### src/rtl/fl_pkg.sv
package fl_pkg;

   typedef enum logic [3:0] {
      ST_READ,
      ST_UNLK1,
      ST_UNLK2,
      ST_PROG_ARM,
      ST_ERS_ARM,
      ST_ERS_UNLK1,
      ST_ERS_UNLK2,
      ST_ERS_WIN
   } seq_st_t;

   localparam int          KEY_AW  = 15;
   localparam logic [14:0] A_KEY1  = 15'h5555;
   localparam logic [14:0] A_KEY2  = 15'h2AAA;
   localparam logic [7:0]  C_KEY1  = 8'hAA;
   localparam logic [7:0]  C_KEY2  = 8'h55;
   localparam logic [7:0]  C_PROG  = 8'hA0;
   localparam logic [7:0]  C_ERASE = 8'h80;
   localparam logic [7:0]  C_CHIP  = 8'h10;
   localparam logic [7:0]  C_SECT  = 8'h30;

endpackage

### src/rtl/fl_bus_capture.sv
module fl_bus_capture #(
   parameter int ADDR_W = 19
) (
   input  logic              clk,
   input  logic              rst_n,
   input  logic              ce_n,
   input  logic              we_n,
   input  logic [ADDR_W-1:0] addr,
   input  logic [7:0]        wdata,
   output logic              wr_ev,
   output logic [ADDR_W-1:0] ev_addr,
   output logic [7:0]        ev_data
);

   logic strb, strb_q;
   logic [ADDR_W-1:0] addr_l;
   logic [7:0]        data_l;

   // write window is the overlap of both strobes
   assign strb = ~ce_n & ~we_n;

   always_ff @(posedge clk or negedge rst_n) begin
      if (!rst_n) begin
         strb_q <= 1'b0;
         addr_l <= '0;
         data_l <= '0;
      end else begin
         strb_q <= strb;
         if (strb && !strb_q) addr_l <= addr;
         if (strb)            data_l <= wdata;
      end
   end

   assign wr_ev   = strb_q & ~strb;
   assign ev_addr = addr_l;
   assign ev_data = data_l;

endmodule

### src/rtl/fl_cmd_seq.sv
module fl_cmd_seq
   import fl_pkg::*;
#(
   parameter int ADDR_W  = 19,
   parameter int SECT_W  = 3,
   parameter int WIN_CYC = 16
) (
   input  logic                     clk,
   input  logic                     rst_n,
   input  logic                     wr_ev,
   input  logic [ADDR_W-1:0]        ev_addr,
   input  logic [7:0]               ev_data,
   input  logic                     op_busy,
   output logic                     prog_go,
   output logic                     erase_go,
   output logic [(1<<SECT_W)-1:0]   erase_mask,
   output logic                     win_act,
   output seq_st_t                  st_o
);

   localparam int SECT_CNT = 1 << SECT_W;
   localparam int WIN_W    = $clog2(WIN_CYC + 1);

   seq_st_t              st, st_n;
   logic [SECT_CNT-1:0]  mask_q, mask_n;
   logic [WIN_W-1:0]     win_q, win_n;
   logic                 key1, key2;
   logic [SECT_CNT-1:0]  sect_bit;

   assign key1     = ev_addr[KEY_AW-1:0] == A_KEY1;
   assign key2     = ev_addr[KEY_AW-1:0] == A_KEY2;
   assign sect_bit = SECT_CNT'(1) << ev_addr[ADDR_W-1 -: SECT_W];

   always_comb begin
      st_n     = st;
      mask_n   = mask_q;
      win_n    = win_q;
      prog_go  = 1'b0;
      erase_go = 1'b0;
      unique case (st)
         ST_READ: begin
            if (wr_ev && !op_busy && key1 && ev_data == C_KEY1) st_n = ST_UNLK1;
         end
         ST_UNLK1: begin
            if (wr_ev) st_n = (key2 && ev_data == C_KEY2) ? ST_UNLK2 : ST_READ;
         end
         ST_UNLK2: begin
            if (wr_ev) begin
               if (key1 && ev_data == C_PROG)       st_n = ST_PROG_ARM;
               else if (key1 && ev_data == C_ERASE) st_n = ST_ERS_ARM;
               else                                 st_n = ST_READ;
            end
         end
         ST_PROG_ARM: begin
            if (wr_ev) begin
               prog_go = 1'b1;
               st_n    = ST_READ;
            end
         end
         ST_ERS_ARM: begin
            if (wr_ev) st_n = (key1 && ev_data == C_KEY1) ? ST_ERS_UNLK1 : ST_READ;
         end
         ST_ERS_UNLK1: begin
            if (wr_ev) st_n = (key2 && ev_data == C_KEY2) ? ST_ERS_UNLK2 : ST_READ;
         end
         ST_ERS_UNLK2: begin
            if (wr_ev) begin
               if (key1 && ev_data == C_CHIP) begin
                  erase_go = 1'b1;
                  st_n     = ST_READ;
               end else if (ev_data == C_SECT) begin
                  mask_n = sect_bit;
                  win_n  = WIN_W'(WIN_CYC - 1);
                  st_n   = ST_ERS_WIN;
               end else begin
                  st_n = ST_READ;
               end
            end
         end
         ST_ERS_WIN: begin
            if (wr_ev && ev_data == C_SECT) begin
               mask_n = mask_q | sect_bit;
               win_n  = WIN_W'(WIN_CYC - 1);
            end else if (win_q == '0) begin
               erase_go = 1'b1;
               mask_n   = '0;
               st_n     = ST_READ;
            end else begin
               win_n = win_q - 1'b1;
            end
         end
         default: st_n = ST_READ;
      endcase
   end

   always_ff @(posedge clk or negedge rst_n) begin
      if (!rst_n) begin
         st     <= ST_READ;
         mask_q <= '0;
         win_q  <= '0;
      end else begin
         st     <= st_n;
         mask_q <= mask_n;
         win_q  <= win_n;
      end
   end

   assign erase_mask = (st == ST_ERS_WIN) ? mask_q : '1;
   assign win_act    = st == ST_ERS_WIN;
   assign st_o       = st;

endmodule

### src/rtl/fl_op_timer.sv
module fl_op_timer #(
   parameter int ADDR_W    = 19,
   parameter int SECT_CNT  = 8,
   parameter int PROG_CYC  = 24,
   parameter int ERASE_CYC = 60
) (
   input  logic                clk,
   input  logic                rst_n,
   input  logic                prog_go,
   input  logic                erase_go,
   input  logic [ADDR_W-1:0]   in_addr,
   input  logic [7:0]          in_data,
   input  logic [SECT_CNT-1:0] in_mask,
   output logic                busy,
   output logic                done,
   output logic                is_erase,
   output logic                pol,
   output logic [ADDR_W-1:0]   tgt_addr,
   output logic [7:0]          tgt_data,
   output logic [SECT_CNT-1:0] tgt_mask
);

   localparam int MAX_CYC = (PROG_CYC > ERASE_CYC) ? PROG_CYC : ERASE_CYC;
   localparam int CNT_W   = $clog2(MAX_CYC + 1);

   logic                busy_q, erase_q;
   logic [CNT_W-1:0]    cnt_q;
   logic [ADDR_W-1:0]   addr_q;
   logic [7:0]          data_q;
   logic [SECT_CNT-1:0] mask_q;

   always_ff @(posedge clk or negedge rst_n) begin
      if (!rst_n) begin
         busy_q  <= 1'b0;
         erase_q <= 1'b0;
         cnt_q   <= '0;
         addr_q  <= '0;
         data_q  <= '0;
         mask_q  <= '0;
      end else if (busy_q) begin
         if (cnt_q == '0) busy_q <= 1'b0;
         else             cnt_q  <= cnt_q - 1'b1;
      end else if (prog_go) begin
         busy_q  <= 1'b1;
         erase_q <= 1'b0;
         cnt_q   <= CNT_W'(PROG_CYC - 1);
         addr_q  <= in_addr;
         data_q  <= in_data;
      end else if (erase_go) begin
         busy_q  <= 1'b1;
         erase_q <= 1'b1;
         cnt_q   <= CNT_W'(ERASE_CYC - 1);
         mask_q  <= in_mask;
      end
   end

   assign busy     = busy_q;
   assign done     = busy_q && cnt_q == '0;
   assign is_erase = erase_q;
   assign pol      = erase_q | data_q[7];
   assign tgt_addr = addr_q;
   assign tgt_data = data_q;
   assign tgt_mask = mask_q;

endmodule

### src/rtl/fl_sector_store.sv
module fl_sector_store #(
   parameter int LOC_W = 4
) (
   input  logic             clk,
   input  logic             rst_n,
   input  logic             clr,
   input  logic             wr_en,
   input  logic [LOC_W-1:0] wr_loc,
   input  logic [7:0]       wr_data,
   input  logic [LOC_W-1:0] rd_loc,
   output logic [7:0]       rd_byte
);

   localparam int LOC_CNT = 1 << LOC_W;

   logic [7:0] mem [LOC_CNT];

   always_ff @(posedge clk or negedge rst_n) begin
      if (!rst_n) begin
         for (int i = 0; i < LOC_CNT; i++) mem[i] <= 8'hFF;
      end else if (clr) begin
         for (int i = 0; i < LOC_CNT; i++) mem[i] <= 8'hFF;
      end else if (wr_en) begin
         mem[wr_loc] <= mem[wr_loc] & wr_data;
      end
   end

   assign rd_byte = mem[rd_loc];

endmodule

### src/rtl/flash_cmd_ctrl.sv
module flash_cmd_ctrl
   import fl_pkg::*;
#(
   parameter int ADDR_W    = 19,
   parameter int SECT_W    = 3,
   parameter int LOC_W     = 4,
   parameter int PROG_CYC  = 24,
   parameter int ERASE_CYC = 60,
   parameter int WIN_CYC   = 16
) (
   input  logic              clk,
   input  logic              rst_n,
   input  logic              ce_n,
   input  logic              we_n,
   input  logic              oe_n,
   input  logic [ADDR_W-1:0] addr,
   input  logic [7:0]        wdata,
   output logic [7:0]        rd_data,
   output logic              rd_en
);

   localparam int SECT_CNT = 1 << SECT_W;

   if (ADDR_W < KEY_AW)             begin : g_bad_aw  $error("ADDR_W too small for key addresses"); end
   if (SECT_W + LOC_W > ADDR_W)     begin : g_bad_loc $error("SECT_W + LOC_W exceeds ADDR_W"); end
   if (PROG_CYC < 1 || ERASE_CYC < 1 || WIN_CYC < 1)
                                    begin : g_bad_cyc $error("cycle counts must be positive"); end

   logic                wr_ev;
   logic [ADDR_W-1:0]   ev_addr;
   logic [7:0]          ev_data;
   logic                prog_go, erase_go, win_act;
   logic [SECT_CNT-1:0] erase_mask;
   seq_st_t             seq_st;
   logic                op_busy, op_done, op_erase, op_pol;
   logic [ADDR_W-1:0]   tgt_addr;
   logic [7:0]          tgt_data;
   logic [SECT_CNT-1:0] tgt_mask;
   logic [7:0]          sect_rd [SECT_CNT];
   logic [SECT_W-1:0]   tgt_sect, rd_sect;
   logic                rd_req, status_mode;
   logic [7:0]          rd_data_q;
   logic                rd_en_q;

   fl_bus_capture #(.ADDR_W(ADDR_W)) i_cap (
      .clk(clk), .rst_n(rst_n), .ce_n(ce_n), .we_n(we_n), .addr(addr), .wdata(wdata),
      .wr_ev(wr_ev), .ev_addr(ev_addr), .ev_data(ev_data)
   );

   fl_cmd_seq #(.ADDR_W(ADDR_W), .SECT_W(SECT_W), .WIN_CYC(WIN_CYC)) i_seq (
      .clk(clk), .rst_n(rst_n), .wr_ev(wr_ev), .ev_addr(ev_addr), .ev_data(ev_data),
      .op_busy(op_busy), .prog_go(prog_go), .erase_go(erase_go), .erase_mask(erase_mask),
      .win_act(win_act), .st_o(seq_st)
   );

   fl_op_timer #(.ADDR_W(ADDR_W), .SECT_CNT(SECT_CNT), .PROG_CYC(PROG_CYC),
                 .ERASE_CYC(ERASE_CYC)) i_tmr (
      .clk(clk), .rst_n(rst_n), .prog_go(prog_go), .erase_go(erase_go),
      .in_addr(ev_addr), .in_data(ev_data), .in_mask(erase_mask),
      .busy(op_busy), .done(op_done), .is_erase(op_erase), .pol(op_pol),
      .tgt_addr(tgt_addr), .tgt_data(tgt_data), .tgt_mask(tgt_mask)
   );

   assign tgt_sect = tgt_addr[ADDR_W-1 -: SECT_W];
   assign rd_sect  = addr[ADDR_W-1 -: SECT_W];

   for (genvar s = 0; s < SECT_CNT; s++) begin : g_sect
      fl_sector_store #(.LOC_W(LOC_W)) i_store (
         .clk(clk), .rst_n(rst_n),
         .clr(op_done && op_erase && tgt_mask[s]),
         .wr_en(op_done && !op_erase && tgt_sect == SECT_W'(s)),
         .wr_loc(tgt_addr[LOC_W-1:0]), .wr_data(tgt_data),
         .rd_loc(addr[LOC_W-1:0]), .rd_byte(sect_rd[s])
      );
   end

   assign rd_req      = ~ce_n & ~oe_n & we_n;
   assign status_mode = op_busy | win_act;

   always_ff @(posedge clk or negedge rst_n) begin
      if (!rst_n) begin
         rd_en_q   <= 1'b0;
         rd_data_q <= '0;
      end else begin
         rd_en_q <= rd_req;
         if (!rd_req)          rd_data_q <= '0;
         else if (status_mode) rd_data_q <= {~(win_act | op_pol), 7'b0};
         else                  rd_data_q <= sect_rd[rd_sect];
      end
   end

   assign rd_data = rd_data_q;
   assign rd_en   = rd_en_q;

endmodule

### config.mk
export PLATFORM = sky130hd
export DESIGN_NAME = flash_cmd_ctrl
export DESIGN_NICKNAME = d
export VERILOG_FILES = /design/src/rtl/fl_pkg.sv /design/src/rtl/fl_bus_capture.sv /design/src/rtl/fl_cmd_seq.sv /design/src/rtl/fl_op_timer.sv /design/src/rtl/fl_sector_store.sv /design/src/rtl/flash_cmd_ctrl.sv
export SDC_FILE = /design/constraint.sdc
export NUM_CORES = 2
export LEC_CHECK = 0
export ABC_AREA = 0
export BUFFER_PORTS_ARGS = -buffer_cell sky130_fd_sc_hd__buf_2
export CORE_ASPECT_RATIO = 1.5
export CORE_MARGIN = 2
export CORE_UTILIZATION = 45
export DETAILED_ROUTE_END_ITERATION = 12
export PLACE_DENSITY = 0.71
export SYNTH_ARGS = -nofsm -noshare
export SYNTH_HDL_FRONTEND = slang
export SYNTH_SLANG_ARGS = --single-unit
### constraint.sdc
create_clock -name clk -period 4.2 [get_ports clk]
set_input_delay 0.63 -clock clk [delete_from_list [all_inputs] [get_ports clk]]
set_output_delay 0.63 -clock clk [all_outputs]
set_load 0.005 [all_outputs]
==> qor.log <==
INFO  worst_setup_path cp_data_required_time=4.80ns
INFO  worst_setup_path arrival=4.47ns
INFO  status         status=finished clean
INFO  synth          synth_xor_area_share=0.0149%
INFO  cts            clk-insertion-delay-late=0.75ns
INFO  sta            setup_repair_after_global_routing_missed_its_margin=false
INFO  synth          synth_flop_cell=dfstp_2
INFO  die            dieHeight=447µm
INFO  pwr            power_leakage=22.9nW
INFO  sta            worst_slew_margin_relative_to_its_limit=19.3%
INFO  synth          synth_nets=4911
INFO  cts            cts_tree=done
INFO  finish         final_net_count=4740
INFO  route          num_vias=43600
INFO  route          detail-route-antenna-nets=0
INFO  synth          ys_seq_area_share=49.1%
INFO  cts            cts.repair.resized=0
INFO  die            floorplan.die_area=134000µm²
INFO  pwr            power-per-cell-area=333nW/µm²
INFO  pwr            power.clock.fraction=46.7%
INFO  sta            post-route-min-period=3.87ns
INFO  die            io_pins=41
INFO  placed_design  routabilityCongestion=0.992
INFO  pwr            ir_drop=0.344mV
INFO  worst_setup_path path_class=reg -> reg
INFO  synth          synth_adder_area_share=0.0849%
INFO  pwr            combinationalPowerShare=3.4%
INFO  sta            post-route-period-util=92.2%
INFO  synth          synth_simple_gate_area_share=8.55%
INFO  placed_design  dpl.hpwl=113000µm
INFO  synth          complex_gate_fraction_of_the_synthesized_area=13.1%
INFO  grt            first_pass_grt_wire_length=271000µm
INFO  cts            cts.root.buffer_cell=clkbuf_16
INFO  die            core_region_area=130000µm²
INFO  placed_design  port-buffer-count=39
INFO  finish         fillerInstances=10900
INFO  sta            max_slew.worst_pin.slew=1.21ns
INFO  cts            cts_setup_buffers=0
INFO  grt            globalRoute.totalOverflow=0
INFO  grt            antenna_found_initial=5
INFO  cts            cts_sinks=1107
INFO  route          drtPass1Iterations=8
INFO  min_path       min_path_type=in -> reg
INFO  synth          postSynthRegisterBits=1107
INFO  grt            globalRouteTotalUtil=26.4%
INFO  pwr            sequential_group_share_of_total_power=49.9%
INFO  flow_run       cap_violations=0
INFO  route          dr.first_iter.drc_count=4791
INFO  synth          yosysWarningCount=0
INFO  pwr            p_sw_share=22.9%
INFO  cts            clk_transition_reported_paths=0.07ns
INFO  worst_setup_path worstPathMaxFanout=16
INFO  synth          synth.avg_cell_area=12.1µm²
INFO  route          avgRoutedWirePerCell=26.9µm
INFO  synth          synth_top_family_by_area=multiplexers
INFO  sta            report.final.slew_viol_count=0
INFO  cts            cts-htree-levels=3
INFO  route          via_per_inst=6.70
INFO  synth          muxShareOfSynthArea=25.4%
INFO  finish         post_route_cells_drive_above_1_share=44.8%
INFO  synth          synth_cell_area=59000µm²
INFO  route          remaining_drc_errors=0
INFO  sta            final-hold-violation-count=0
INFO  sta            finalHoldWorstSlack=0.119ns
INFO  cts            hold_buffers=0
INFO  sta            timing.setup.tns=0ns
INFO  grt            grt_start_max_net_pins=147
INFO  synth          synth_cell_types=63
INFO  sta            setup_violations=0
INFO  die            floorplan_die_width=300µm
INFO  finish         area_delta_synth_final=10.2%
INFO  sta            fin_skew=0.0460ns
INFO  synth          async_reset_ff_share=100%
INFO  pwr            switchingPower=0.00496W
INFO  route          total_wire_length_after_detailed_routing=176000µm
INFO  die            initial_core_util=45.4%
INFO  die            core.rowCount=162
INFO  pwr            cellInternalPower=0.0167W
INFO  sta            maxClockFrequency=0.258GHz
INFO  grt            grt_pass1_vias=44300
INFO  cts            cts_buffers=105
INFO  cts            clk_path_buf_depth=3
INFO  synth          cell_count_after_synthesis=4875
INFO  worst_setup_path setup.worst_path.start_class=flop
INFO  synth          number_of_enable_type_register_cells_in_the_synthesized_netlist=0
INFO  worst_setup_path critPathCaptureType=flop
power groups by stage:
stage / combinational, W / sequential [W] / clock [W]
floorplan: 0.000350 / 0.0109 / 0
global placement: 0.000723 / 0.0110 / 0
detailed placement: 0.000737 / 0.0110 / 0
CTS: 0.000738 / 0.0108 / 0.0102
global route: 0.000791 / 0.0108 / 0.0106
finish: 0.000731 / 0.0108 / 0.0101
stage by stage:
stage	setup slack [ns]	utilization (%)	std cells	total power, W	cell area [µm²]
floorplan	1.16	-	4875	0.0113	59000
global placement	0.653	47.2	6319	0.0117	61300
detailed placement	0.546	47.2	6319	0.0117	61300
CTS	0.552	50.0	6514	0.0218	65000
global route	0.0240	50.0	6515	0.0222	65000
finish	0.327	50.0	6515	0.0217	65000
final cells by class:
type | count | area, µm² | area share, %
clock buffers | 144 | 3070 | 4.72
repair buffers | 229 | 2130 | 3.28
well taps | 1722 | 2150 | 3.32
flip-flops and latches | 1107 | 29000 | 44.6
clock inverters | 51 | 574 | 0.884
multi-input cells | 3252 | 28000 | 43.1
diodes | 1 | 2.50 | 0.00385
inverters | 9 | 33.8 | 0.0520
flip-flops by register name, indices dropped and copies added (netlist names):
| name | flops |
|---|---|
| i_tmr.tgt_data | 8 |
| rd_en | 1 |
| rd_data | 8 |
| i_tmr.tgt_mask | 8 |
| i_seq.win_q | 5 |
| i_seq.mask_q | 8 |
| i_tmr.tgt_addr | 7 |
| i_tmr.is_erase | 1 |
| i_tmr.busy | 1 |
| g_sect.i_store.mem | 1024 |
| i_cap.strb_q | 1 |
| i_tmr.cnt_q | 6 |
| i_cap.ev_addr | 18 |
| i_cap.ev_data | 8 |
| i_seq.st_o | 3 |
cell usage in the layout, fill, tap and decap left out, drive strengths merged, types with 83 or more instances in the layout:
cell type  Yosys  layout
mux4         616     616
nor2         111     111
nand2        135     135
dfrtp         83      83
clkbuf       331     144
buf          176     229
nor3         652     652
o21ai        799     799
dfstp       1024    1024
a21oi        656     656
layer usage:
metal  routed length (µm)  up-vias  track usage [%]
met5                   30        -                0
met4                13400        6             18.1
met3                14000      581             4.64
met2                85500     2178             42.9
met1                62600    22500             32.1
li1                     -    18400                -
cell families after synthesis:
family          after synthesis
compound gates             1514
xor+xnor                      1
fa+ha+maj                     4
flops                      1107
simple gates               1013
mux                         720
buf+inv                     516
final timing paths:
check | start | to | slack (ns) | cells past startpoint
worst max-delay path | i_tmr.busy$_DFF_PN0_ | g_sect[0].i_store.mem[124]$_DFFE_PN1P_ | 0.33 | 5
worst min-delay path | addr[12] | i_cap.ev_addr[12]$_DFFE_PN0P_ | 0.12 | 2
worst max register to register | i_tmr.busy$_DFF_PN0_ | g_sect[0].i_store.mem[124]$_DFFE_PN1P_ | 0.33 | 5
worst min register to register | i_seq.mask_q[6]$_DFFE_PN0P_ | i_seq.mask_q[6]$_DFFE_PN0P_ | 0.48 | 2
max in group asynchronous | rst_n | g_sect[4].i_store.mem[84]$_DFFE_PN1P_ | 3.10 | 2
min in group asynchronous | rst_n | g_sect[1].i_store.mem[116]$_DFFE_PN1P_ | 0.31 | 1
cell usage after synthesis, types with 3 or more instances:
| library cell | n | area (µm²) |
|---|---|---|
| mux4_2 | 616 | 13900 |
| mux2i_1 | 46 | 460 |
| nor4_2 | 12 | 150 |
| ha_1 | 4 | 50.1 |
| nor2b_1 | 13 | 81.3 |
| a211oi_1 | 4 | 30.0 |
| inv_1 | 9 | 33.8 |
| nand2_1 | 135 | 507 |
| dfstp_2 | 1024 | 26900 |
| nand2b_1 | 11 | 68.8 |
| clkbuf_1 | 331 | 1240 |
| and3_1 | 13 | 81.3 |
| o21ai_0 | 798 | 3990 |
| nand3b_1 | 3 | 22.5 |
| a31oi_1 | 4 | 25.0 |
| nor2_1 | 111 | 417 |
| or3_1 | 7 | 43.8 |
| o221ai_1 | 7 | 61.3 |
| a21oi_1 | 656 | 3280 |
| nor4_1 | 8 | 50.1 |
| nor3_1 | 652 | 3260 |
| nor4bb_1 | 6 | 60.1 |
| mux2_2 | 57 | 642 |
| buf_4 | 10 | 75.1 |
| buf_2 | 125 | 626 |
| a22oi_1 | 23 | 173 |
| nand3_1 | 13 | 65.1 |
| nand4_1 | 7 | 43.8 |
| dfrtp_1 | 83 | 2080 |
| or4_1 | 3 | 22.5 |
| a32o_1 | 3 | 30.0 |
| buf_1 | 40 | 150 |
worst max-delay path, cell delays in order, from the launching register on:
cell and delay, ns:
dfrtp_1 0.62, nand4_1 0.76, nor3_1 1.10, nand2_1 0.74
o21ai_0 0.32, o21ai_0 0.17
Power figures use the tool's default switching activity.
